[src/rtl/pmg_pkg.sv]
`timescale 1ns/1ps
package pmg_pkg;

    // Register offsets; the bus decoder depends on these exact values.
    localparam int unsigned FNSEL_OFS   = 32'h420;
    localparam int unsigned PADCTL_BASE = 32'h500;
    localparam int unsigned KEY_OFS     = 32'h520;
    localparam int unsigned COMMIT_OFS  = 32'h524;

    localparam logic [31:0] UNLOCK_WORD = 32'h0ACC_E551;

    typedef enum logic [2:0] {
        TGT_NONE,
        TGT_FNSEL,
        TGT_PAD,
        TGT_KEY,
        TGT_COMMIT
    } tgt_e;

endpackage

[src/rtl/pmg_lock_gate.sv]
`timescale 1ns/1ps
module pmg_lock_gate #(
    parameter int unsigned PIN_W  = 8,
    parameter int unsigned DATA_W = 32,
    parameter logic [DATA_W-1:0] KEY = DATA_W'(pmg_pkg::UNLOCK_WORD)
) (
    input  logic              clk,
    input  logic              rst_n,
    input  logic              key_wr,
    input  logic              commit_wr,
    input  logic [DATA_W-1:0] wdata,
    output logic              locked,
    output logic [PIN_W-1:0]  commit_mask
);

    typedef struct packed {
        logic             locked;
        logic [PIN_W-1:0] mask;
    } gate_t;

    gate_t st_d, st_q;

    always_comb begin
        st_d = st_q;
        if (key_wr) begin
            st_d.locked = (wdata != KEY);
        end
        if (commit_wr && !st_q.locked) begin
            st_d.mask = wdata[PIN_W-1:0];
        end
    end

    always_ff @(posedge clk or negedge rst_n) begin
        if (!rst_n) begin
            st_q.locked <= 1'b1;
            st_q.mask   <= '1;
        end else begin
            st_q <= st_d;
        end
    end

    assign locked      = st_q.locked;
    assign commit_mask = st_q.mask;

endmodule

[src/rtl/pmg_masked_reg.sv]
`timescale 1ns/1ps
module pmg_masked_reg #(
    parameter int unsigned PIN_W = 8
) (
    input  logic             clk,
    input  logic             rst_n,
    input  logic             wr,
    input  logic [PIN_W-1:0] wdata,
    input  logic [PIN_W-1:0] bit_en,
    output logic [PIN_W-1:0] value
);

    logic [PIN_W-1:0] val_d, val_q;

    // One update lane per pin: a lane moves only when written and enabled.
    for (genvar b = 0; b < PIN_W; b++) begin : g_lane
        always_comb begin
            val_d[b] = val_q[b];
            if (wr && bit_en[b]) begin
                val_d[b] = wdata[b];
            end
        end
    end

    always_ff @(posedge clk or negedge rst_n) begin
        if (!rst_n) begin
            val_q <= '0;
        end else begin
            val_q <= val_d;
        end
    end

    assign value = val_q;

endmodule

[src/rtl/pmg_pad_bank.sv]
`timescale 1ns/1ps
module pmg_pad_bank #(
    parameter int unsigned PIN_W   = 8,
    parameter int unsigned NUM_REG = 8,
    localparam int unsigned IDX_W  = (NUM_REG > 1) ? $clog2(NUM_REG) : 1
) (
    input  logic                            clk,
    input  logic                            rst_n,
    input  logic                            wr,
    input  logic [IDX_W-1:0]                wr_idx,
    input  logic [PIN_W-1:0]                wdata,
    output logic [NUM_REG-1:0][PIN_W-1:0]   regs
);

    logic [NUM_REG-1:0][PIN_W-1:0] bank_d, bank_q;

    for (genvar i = 0; i < NUM_REG; i++) begin : g_reg
        always_comb begin
            bank_d[i] = bank_q[i];
            if (wr && (wr_idx == IDX_W'(i))) begin
                bank_d[i] = wdata;
            end
        end
    end

    always_ff @(posedge clk or negedge rst_n) begin
        if (!rst_n) begin
            bank_q <= '0;
        end else begin
            bank_q <= bank_d;
        end
    end

    assign regs = bank_q;

endmodule

[src/rtl/pinmux_guard.sv]
`timescale 1ns/1ps
module pinmux_guard #(
    parameter int unsigned ADDR_W  = 12,
    parameter int unsigned DATA_W  = 32,
    parameter int unsigned PIN_W   = 8,
    parameter int unsigned NUM_PAD = 8
) (
    input  logic              clk,
    input  logic              rst_n,
    input  logic [ADDR_W-1:0] bus_addr,
    input  logic              bus_we,
    input  logic [DATA_W-1:0] bus_wdata,
    output logic [DATA_W-1:0] bus_rdata,
    output logic [PIN_W-1:0]  fn_sel
);

    import pmg_pkg::*;

    localparam int unsigned IDX_W    = (NUM_PAD > 1) ? $clog2(NUM_PAD) : 1;
    localparam int unsigned PAD_SPAN = NUM_PAD * 4;

    tgt_e              tgt;
    logic [ADDR_W-1:0] pad_off;
    logic [IDX_W-1:0]  pad_idx;

    logic                          lock_st;
    logic [PIN_W-1:0]              cmt_mask;
    logic [NUM_PAD-1:0][PIN_W-1:0] pad_regs;

    // Address decode
    always_comb begin
        pad_off = bus_addr - ADDR_W'(PADCTL_BASE);
        pad_idx = pad_off[IDX_W+1:2];
        tgt     = TGT_NONE;
        if (bus_addr == ADDR_W'(FNSEL_OFS)) begin
            tgt = TGT_FNSEL;
        end else if (bus_addr == ADDR_W'(KEY_OFS)) begin
            tgt = TGT_KEY;
        end else if (bus_addr == ADDR_W'(COMMIT_OFS)) begin
            tgt = TGT_COMMIT;
        end else if ((pad_off < ADDR_W'(PAD_SPAN)) && (pad_off[1:0] == 2'b00)) begin
            tgt = TGT_PAD;
        end
    end

    pmg_lock_gate #(
        .PIN_W  (PIN_W),
        .DATA_W (DATA_W)
    ) u_gate (
        .clk         (clk),
        .rst_n       (rst_n),
        .key_wr      (bus_we && (tgt == TGT_KEY)),
        .commit_wr   (bus_we && (tgt == TGT_COMMIT)),
        .wdata       (bus_wdata),
        .locked      (lock_st),
        .commit_mask (cmt_mask)
    );

    pmg_masked_reg #(
        .PIN_W (PIN_W)
    ) u_fnsel (
        .clk    (clk),
        .rst_n  (rst_n),
        .wr     (bus_we && (tgt == TGT_FNSEL)),
        .wdata  (bus_wdata[PIN_W-1:0]),
        .bit_en (cmt_mask),
        .value  (fn_sel)
    );

    pmg_pad_bank #(
        .PIN_W   (PIN_W),
        .NUM_REG (NUM_PAD)
    ) u_pads (
        .clk    (clk),
        .rst_n  (rst_n),
        .wr     (bus_we && (tgt == TGT_PAD)),
        .wr_idx (pad_idx),
        .wdata  (bus_wdata[PIN_W-1:0]),
        .regs   (pad_regs)
    );

    // Read multiplexer
    always_comb begin
        bus_rdata = '0;
        unique case (tgt)
            TGT_FNSEL:  bus_rdata[PIN_W-1:0] = fn_sel;
            TGT_PAD:    bus_rdata[PIN_W-1:0] = pad_regs[pad_idx];
            TGT_KEY:    bus_rdata[0]         = lock_st;
            TGT_COMMIT: bus_rdata[PIN_W-1:0] = cmt_mask;
            default:    bus_rdata            = '0;
        endcase
    end

endmodule

[config.mk]
export PLATFORM = sky130hd
export DESIGN_NAME = pinmux_guard
export DESIGN_NICKNAME = d
export VERILOG_FILES = /design/src/rtl/pmg_pkg.sv /design/src/rtl/pmg_lock_gate.sv /design/src/rtl/pmg_masked_reg.sv /design/src/rtl/pmg_pad_bank.sv /design/src/rtl/pinmux_guard.sv
export SDC_FILE = /design/constraint.sdc
export NUM_CORES = 1
export LEC_CHECK = 0
export ABC_CLOCK_PERIOD_IN_PS = 4080
export CAP_MARGIN = 20
export CORE_MARGIN = 1
export CORE_UTILIZATION = 50
export CTS_CLUSTER_DIAMETER = 50
export DETAILED_ROUTE_END_ITERATION = 6
export PLACE_DENSITY = 0.78
export SKIP_LAST_GASP = 1
export SYNTH_ARGS = -nofsm -noshare
export SYNTH_HDL_FRONTEND = slang
export SYNTH_SLANG_ARGS = --single-unit
[constraint.sdc]
create_clock -name clk -period 4.08 [get_ports clk]
set_clock_uncertainty 0.2 [all_clocks]
set_input_delay 0.816 -clock clk [delete_from_list [all_inputs] [get_ports clk]]
set_output_delay 0.816 -clock clk [all_outputs]
set_load 0.005 [all_outputs]
[Word-level counts from Yosys, hierarchy flattened]
Index checks and enable logic that the tools add are counted.
Word-level totals
  memories: 0
  bits in latches: 0
  logic and storage cells: 69
  output and inout bits: 40
  input bits: 47
  register bits: 81
  bits in read-only memories: 0
  memory bits (writable): 0
Operators by class
  shift operators: 0
  equal/unequal tests: 15
  bitwise gates (word level): 0
  div/mod/pow operators: 0
  add/subtract/negate cells: 1
  order comparisons: 2
  multipliers: 0
  muxes and demuxes: 8
  reduce and logical (&&, ||, !) cells: 25
Operators with widths (number)
  == test 12 x 11 -> 1 bit, second input constant: 3
  inequality test 32 x 28 -> 1 bit, second input constant: 1
  binary-select mux 8 bit (select 3 bit): 1
  logical AND 1 bit: 22
  one-hot mux 7 bit (3 select lines): 1
  == test 3 bit, second input constant: 5
  == test 3 x 2 -> 1 bit, second input constant: 4
  < comparator 12 x 6 -> 1 bit, second input constant: 1
  subtractor 12 x 11 -> 12 bit, second input constant: 1
  two-way mux 3 bit: 3
  two-way mux 8 bit: 1
  == test 3 x 1 -> 1 bit, second input constant: 2
  < comparator 3 x 4 -> 1 bit, second input constant: 1
  one-hot mux 1 bit (4 select lines): 1
  logical NOT 3 bit: 1
  logical NOT 2 bit: 1
  two-way mux 2 bit: 1
  logical NOT 1 bit: 1

[Longest topological paths before layout]
Gate-level depths: netlist of run 1.
  word-level depth: 10
  depth in mapped cells: 7

[Cells and area by module]
From an unflattened synthesis of run 1, not the netlist that was laid out.
Second synthesis, totals
  cells, all modules: 299
  area total of the unflattened synthesis: 4231.6 µm²
Modules (own cells, without submodules)
  pmg_pad_bank: times used 1, sequential area each 1601.5 µm², cells an instance 143, area an instance 2452.4 µm²
  pinmux_guard: times used 1, sequential area each 0.0 µm², cells an instance 99, area an instance 933.4 µm²
  pmg_lock_gate: times used 1, sequential area each 236.5 µm², cells an instance 32, area an instance 484.2 µm²
  pmg_masked_reg: times used 1, sequential area each 200.2 µm², cells an instance 25, area an instance 361.6 µm²

[Worst setup path after synthesis of run 1]
Ideal clock, no wire load.
  path kind: input -> output
  start point: in bus_addr[4]
  end point: out bus_rdata[1]
  arrival time: 2.599 ns
  setup slack: 0.465 ns
  buffers on the path: 1
  data required time: 3.064 ns
  stages: 5
  cells stage by stage: buf_2 > or4b_2 > nor4_1 > a22oi_1 > o21ai_0
Between the ends
  longest elaborated chain between the ends: 9
  elaborated cells between the ends (all ways): 16
  those cells by class: 1 x add/sub; 1 x order compare; 6 x eq/ne; 7 x mux; 1 x reduce/logical
Ends and longest elaborated chain
  start, declared: RTL line pinmux_guard.sv:10  | input logic [ADDR_W-1:0] bus_addr,
  subtractor 12 x 11 -> 12 bit: RTL line pinmux_guard.sv:32  | pad_off = bus_addr - ADDR_W'(PADCTL_BASE);
  < comparator 12 x 6 -> 1 bit: RTL line pinmux_guard.sv:41  | end else if ((pad_off < ADDR_W'(PAD_SPAN)) && (pad_off[1:0] == 2'b00)) begin
  logical AND 1 bit: RTL line pinmux_guard.sv:41
  two-way mux 2 bit: RTL line pinmux_guard.sv:41
  two-way mux 3 bit: RTL line pinmux_guard.sv:39  | end else if (bus_addr == ADDR_W'(COMMIT_OFS)) begin
  two-way mux 3 bit: RTL line pinmux_guard.sv:37  | end else if (bus_addr == ADDR_W'(KEY_OFS)) begin
  two-way mux 3 bit: RTL line pinmux_guard.sv:35  | if (bus_addr == ADDR_W'(FNSEL_OFS)) begin
  == test 3 bit, or another cell as far along: RTL line pinmux_guard.sv:85  | unique case (tgt)
  one-hot mux 7 bit (3 select lines) (*): RTL line pinmux_guard.sv:85
  end, declared: RTL line pinmux_guard.sv:13  | output logic [DATA_W-1:0] bus_rdata,
Every way passes the cells marked *; elsewhere a longest branch is shown, timed or not. The select of a mux whose other input is x is not followed.

[Worst setup path in the final report of run 1]
  start point: in bus_addr[11]
  end point: out bus_rdata[3]
Between the ends
  longest elaborated chain between the ends: 9
  elaborated cells between the ends (all ways): 14
  those cells by class: 1 x add/sub; 1 x order compare; 6 x eq/ne; 5 x mux; 1 x reduce/logical
Ends and longest elaborated chain (RTL line)
  subtractor 12 x 11 -> 12 bit: pinmux_guard.sv:32
  < comparator 12 x 6 -> 1 bit: pinmux_guard.sv:41
  logical AND 1 bit: pinmux_guard.sv:41
  two-way mux 2 bit: pinmux_guard.sv:41
  two-way mux 3 bit: pinmux_guard.sv:39
  two-way mux 3 bit: pinmux_guard.sv:37
  two-way mux 3 bit (*): pinmux_guard.sv:35
  == test 3 bit, or another cell as far along: pinmux_guard.sv:85
  one-hot mux 7 bit (3 select lines) (*): pinmux_guard.sv:85
Every way passes the cells marked *; elsewhere a longest branch is shown, timed or not.

==> results of run 1 <==
[power by group]
part,switching (mW),internal (mW)
sequential,0.00176,0.806
combinational,0.0676,0.0645
clock,0.307,0.283
[registers in the layout, summed over array words and instances (netlist names)]
signal / count
u_pads.regs: 64
u_fnsel.value: 8
u_gate.commit_mask: 8
u_gate.locked: 1
[layer usage]
metal / vias to the layer above / GRT usage / routed length (µm)
li1: 1200 / - / -
met1: 1442 / 0.320 / 4150
met2: 111 / 0.380 / 4760
met3: 10 / 0.0332 / 625
met4: 0 / 0.0974 / 104
met5: - / 0 / 0
[metrics by stage]
step / instance area [µm²] / std cells / utilization / setup TNS (ns) / power (mW)
5_1_grt: 5270 / 483 / 0.645 / -0.0943 / 1.58
2_1_floorplan: 4310 / 316 / - / 0 / 0.887
6_report: 5270 / 483 / 0.645 / -0.00158 / 1.53
3_5_place_dp: 4960 / 463 / 0.607 / -1.94 / 0.949
3_3_place_gp: 4960 / 463 / 0.607 / -1.54 / 0.947
4_1_cts: 5200 / 479 / 0.637 / 0 / 1.53
[kinds of logic (layout without fill, tap and decap cells)]
family,Yosys count,count (layout)
other,1,24
buffers and inverters,45,107
flip-flops,81,81
multiplexers,106,106
AND/OR/NAND/NOR,44,44
AO/OA/AOI/OAI,16,16
[final cells by class]
cell class	count	area, µm²
inverter	2	7.51
clock buffer	9	124
tap	105	131
timing repair buffer	89	878
sequential	81	2040
multi-input combinational	190	2020
fill	604	2900
clock inverter	7	70.1
[worst max path at each step]
stage,to,slack [ns],cells past startpoint
final,bus_rdata[3],-0.002,5
after global routing,bus_rdata[3],-0.09,7
after CTS,bus_rdata[3],0.001,5
after detailed placement,bus_rdata[3],-0.27,7
after global placement,bus_rdata[1],-0.22,5
after floorplan,bus_rdata[1],0.47,5
[placed cells by master (no fill, tap or decap), types with 2 or more instances in the layout]
cell type	n
a22oi_1	8
buf_4	24
buf_6	2
clkbuf_8	9
clkdlybuf4s50_1	54
clkinv_2	3
conb_1	24
dfrtp_1	72
dfstp_2	9
dlymetal6s2s_1	7
inv_1	2
mux2_2	66
mux2_4	16
mux2i_1	8
mux4_2	16
nand2_1	9
nand2b_1	3
nand4_1	2
nor3_2	2
nor3_4	2
nor4_2	2
nor4_4	4
nor4b_1	3
nor4bb_1	2
o21ai_0	7
or3_1	2
or4_4	2
or4b_4	2
[repair_timing]
item | in CTS | in global routing
cloned | 0 | 0
pin swaps | 1 | 1
resized for setup | 10 | 7
setup buffers | 0 | 3
endpoints found under the setup margin | 8 | 8
[critical path, stage by stage]
cell	delay, ns
clkdlybuf4s50_1	0.40
or4b_4	0.61
or3_4	0.48
o21ai_0	0.22
clkdlybuf4s50_1	0.53
==> metrics.txt, run 1 <==
status=finished with violations; failing checks=setup timing; Initial Util=0.516; Post-Synth Simple-Gate Area=0.0868; Slew Limit Fails=0; clock latency on the worst-skew pair=between 0.3 and 0.4 ns; CP Launch Type=primary input; antenna violations before repair=0; Most used DFF post-synth=dfrtp_1; Final WS setup=-0.00158 ns; total track usage=0.235; Min Hold Slack=0.0612 ns; Seq/Total Area, Yosys=0.483; max_cap viols=0; pwr dens=290 nW/µm²; Post-synth EDFFs=0; CTS hold repair buffers=0; Layout Area Growth over Synthesis=24.9%; Setup crit end kind=primary output; asr flop ratio synth=1.00; Hold Vio Cnt, Final=0; Setup CP Type=in2out; TritonCTS buffer count=9; largest net degree at the start of global routing=82; Synth Area in Adders=0; Cell variety after synth=36; internal reg-to-reg setup slack=~2.5 ns; Core ar.=between 8000 and 9000 µm²; 1st-pass router iterations=4; HP Class=in2async; CTS H-tree lvls=3; YS warnings=0; DR vias=2,763; I/O Buffers=62; Synth top cells by count=dfrtp_1 (72), mux2_2 (66), buf_4 (25); Synth Area per Inst=14.4 µm²; Compound-Gate Fraction of Synth Area=0.0237; Num Clock Sinks=81; RR Endpoint=u_gate.commit_mask[0]; DRT antenna net count=0; Worst Path Max Fanout=9; Tcrit/Tclk final=1.00; Final GP Congestion=0.782; post-synth top area cell=dfrtp_1; maximum root-to-sink buffer count=2; RSZ-0062 raised after global routing=true; chip width=93.9 µm; Die Ht=around 94 µm; Crit path required time=approximately 3.1 ns; fmax=0.245 GHz; Via density=5.72; xor and xnor area share after synthesis=0; NumNets Final=between 400 and 500; 1st-iter DRT viols=around 140; hpwl dp=6540 µm; Clk pin slew, worst setup/hold paths=~0.08 ns; TritonCTS clock tree=built; FF-to-FF path depth=2; main combinational cell family by area after synthesis=multiplexers; total die area=8810 µm²; grt ovf=0; share of layout cells above drive strength 1=0.444; cells after synthesis=293; final setup fails=1; area share of the largest cell type after synthesis=0.427; min cycle time layout=4.08 ns; vias in the first global route=2,834; pre-CTS setup slack=-0.274 ns; routed length per instance=20.0 µm; Routed WL=9640 µm; Leak Pwr=2.57 nW; VDD IR max=0.215 mV; flops & latches, synth=81; I/O pin total=87; most frequent cell after synthesis=dfrtp_1; CTS Root Cell=clkbuf_8; CP Data Arrival Time=3.07 ns; Residual DRC=0; crit path from=bus_addr[11]; Synth area leaders=dfrtp_1 (43%), mux2_2 (18%), mux4_2 (8.5%), mux2_4 (5.7%), dfstp_2 (5.6%); Post-Syn Area=4220 µm²; # diodes=0; mux share of post-synthesis cell area=0.337; Rows=33; first-pass GRT wire length=15,000 µm; FF-to-FF Start=u_gate.locked
(Power assumes the default switching activity.)
==> inputs of run 2 (changes only) <==
Settings changed: CORE_UTILIZATION 50 to 45, PLACE_DENSITY 0.78 to 0.72.
==> run 2 against run 1 <==
Compared with the run above:
- clock-buffer cell count rose by 4
- utilization shrank 5.3 points
- sequential power is essentially flat
- die area grew 11%
- the flow now finishes without violations
- hold slack gained 0.0045 ns
- cell count shrank 0.41%
- clock power grew 7.1%
- critical path depth grew 1
- cell area fell by 0.19%
- setup slack improved by 0.040 ns
- critical endpoint is now bus_rdata[2]
- power grew 2.6%
==> metrics.txt, run 2 (same netlist as run 1, synthesis figures left out) <==
TritonCTS buffer count=9 (unchanged); Rows=34 (+3.0%); Num Clock Sinks=81 (unchanged); total die area=9770 µm² (+11%); Clk pin slew, worst setup/hold paths=0.08 ns (about the same); final setup fails=0 (-1); Worst slew margin=0.631; 1st-pass router iterations=4 (unchanged); maximum root-to-sink buffer count=2 (unchanged); I/O pin total=87 (unchanged); DR vias=2,680 (-3.0%); multi-input combinational cell area=2040 µm² (+0.80%); M2 GR Usage=0.342 (-0.0374); switching share of total power=0.216 (-0.0300); Residual DRC=0 (unchanged); busiest layer in global routing=met2; Filler Cells Inserted=695 (+15%); GR Layer Usage met1=0.261 (-0.0581); Layout Area Growth over Synthesis=24.7%; Initial Util=0.475 (-0.0416); chip width=98.9 µm (+5.3%); Slew @ Worst Pin=roughly 0.55 ns; Die Ht=98.9 µm (+5.3%); Worst Path Max Fanout=6 (-3); RSZ-0062 raised after global routing=true; fmax=0.247 GHz (+1.0%); Tcrit/Tclk final=0.991 (-0.00989); NumNets Final=415 (-1.2%); Hold Vio Cnt, Final=0 (unchanged); most common cell after layout, fill and taps aside=dfrtp_1; Core ar.=8890 µm² (+8.8%); grt ovf=0 (unchanged); hpwl dp=6400 µm (-2.2%); Switch Pwr=0.339 mW (-9.9%); first-pass GRT wire length=14,900 µm (-0.87%); CTS hold repair buffers=0 (unchanged); CP Launch Type=primary input; Leak Pwr=2.52 nW (-2.0%); total track usage=0.203 (-0.0326); TritonCTS clock tree=built; CP Data Arrival Time=3.03 ns (-0.04 ns); Flop pwr share=0.515 (-0.013); max_cap viols=0 (unchanged); Final WS setup=0.0388 ns (+0.0403 ns); internal power=1.23 mW (+6.7%); 1st-iter DRT viols=111 (-21%); HP Class=in2async; largest net degree at the start of global routing=82 (unchanged); clock latency on the worst-skew pair=0.35 ns (about the same); I/O Buffers=62 (unchanged); vias in the first global route=2,784 (-1.8%); Setup crit end kind=primary output; Routed WL=9360 µm (-2.9%); Slew Limit Fails=0 (unchanged); Clock power frac=0.402 (+0.017); end-of-flow core utilization=0.592 (-0.0530); min cycle time layout=4.04 ns (-0.0403 ns); pwr dens=298 nW/µm² (+2.8%); Setup CP Type=in2out; DRT antenna net count=0 (unchanged); Via density=5.57 (-2.6%); Logic pwr share=0.083 (-0.003); CTS H-tree lvls=3 (unchanged); share of layout cells above drive strength 1=0.434 (-0.0101); most frequent cells in the layout=dfrtp_1 (72), mux2_2 (66), clkdlybuf4s50_1 (53), conb_1 (24), buf_4 (19); total power=1.57 mW (+2.6%); max reg flops=64 (unchanged); # diodes=0 (unchanged); pre-CTS setup slack=-0.278 ns (-0.00400 ns); CTS Root Cell=clkbuf_8; Crit path required time=3.06 ns (about the same); Final GP Congestion=0.866 (+11%); VDD IR max=0.186 mV (-14%); FF/Latch Area=2040 µm² (unchanged); met3 Use GR=0.0518 (+0.0186); status=finished clean; routed length per instance=19.5 µm (-2.5%); antenna violations before repair=0 (unchanged)
==> run 2: cell count changes in the layout (fill, tap and decap cells not counted), sizes merged <==
cell and delta:
buf -5, bufinv +1, clkbuf +4, clkdlybuf4s50 -1
clkinv -3, clkinvlp -1, dlygate4sd2 +4, dlymetal6s2s -3
inv -1
==> run 2: cell type report <==
cell class | instances | share of cell area
tap | 108 | 0.0257
clock buffer | 13 | 0.0283
inverter | 2 | 0.00143
timing repair buffer | 84 | 0.157
clock inverter | 3 | 0.0124
sequential | 81 | 0.387
multi-input combinational | 190 | 0.388
==> run 2: per-stage QoR <==
step           cell area (µm²)  hold slack (ns)  cells   TNS, ns
2_1_floorplan             4310            0.275    316         0
3_3_place_gp              4940            0.285    463     -1.59
3_5_place_dp              4940            0.291    463     -2.00
4_1_cts                   5200            0.309    479   -0.0178
5_1_grt                   5260           0.0521    481  -0.00911
6_report                  5260           0.0656    481         0
==> run 2: timing repair <==
action / 4_1_cts / 5_1_grt
pin swaps: 1 / 1
setup endpoints to repair: 8 / 5
resized for setup: 14 / 10
buffers inserted: 0 / 1
==> run 2: worst max-delay path, cell delays in order <==
cell	delay, ns
clkdlybuf4s50_1	0.40
or4b_4	0.60
or3_4	0.39
buf_4	0.18
o21ai_2	0.13
clkdlybuf4s50_1	0.50
==> run 2: power groups by stage <==
stage / clock [mW] / combinational, mW / sequential [mW]
2_1_floorplan: 0 / 0.0638 / 0.823
3_3_place_gp: 0 / 0.122 / 0.823
3_5_place_dp: 0 / 0.124 / 0.823
4_1_cts: 0.643 / 0.127 / 0.808
5_1_grt: 0.673 / 0.140 / 0.808
6_report: 0.631 / 0.130 / 0.808
==> run 2: path summary, 6_finish.rpt <==
check | from | to | slack (ns) | depth (start not counted)
worst max-delay path | bus_addr[0] | bus_rdata[2] | 0.04 | 6
min in group clk | u_pads.regs[40] | u_pads.regs[40] | 0.30 | 1
max in group asynchronous | rst_n | u_gate.commit_mask[1] | 3.00 | 2
worst min register to register | u_pads.regs[40] | u_pads.regs[40] | 0.30 | 1
worst min-delay path | rst_n | u_pads.regs[44] | 0.07 | 1
worst max register to register | u_gate.locked | u_gate.commit_mask[1] | 2.49 | 2
==> run 2: metal layers <==
| metal | up-vias | wire length (µm) | part of all wire |
|---|---|---|---|
| met2 | 94 | 4560 | 0.49 |
| met4 | 0 | 97 | 0.010 |
| met5 | - | 0 | 0 |
| met1 | 1389 | 4210 | 0.45 |
| met3 | 13 | 494 | 0.053 |
| li1 | 1184 | - | - |
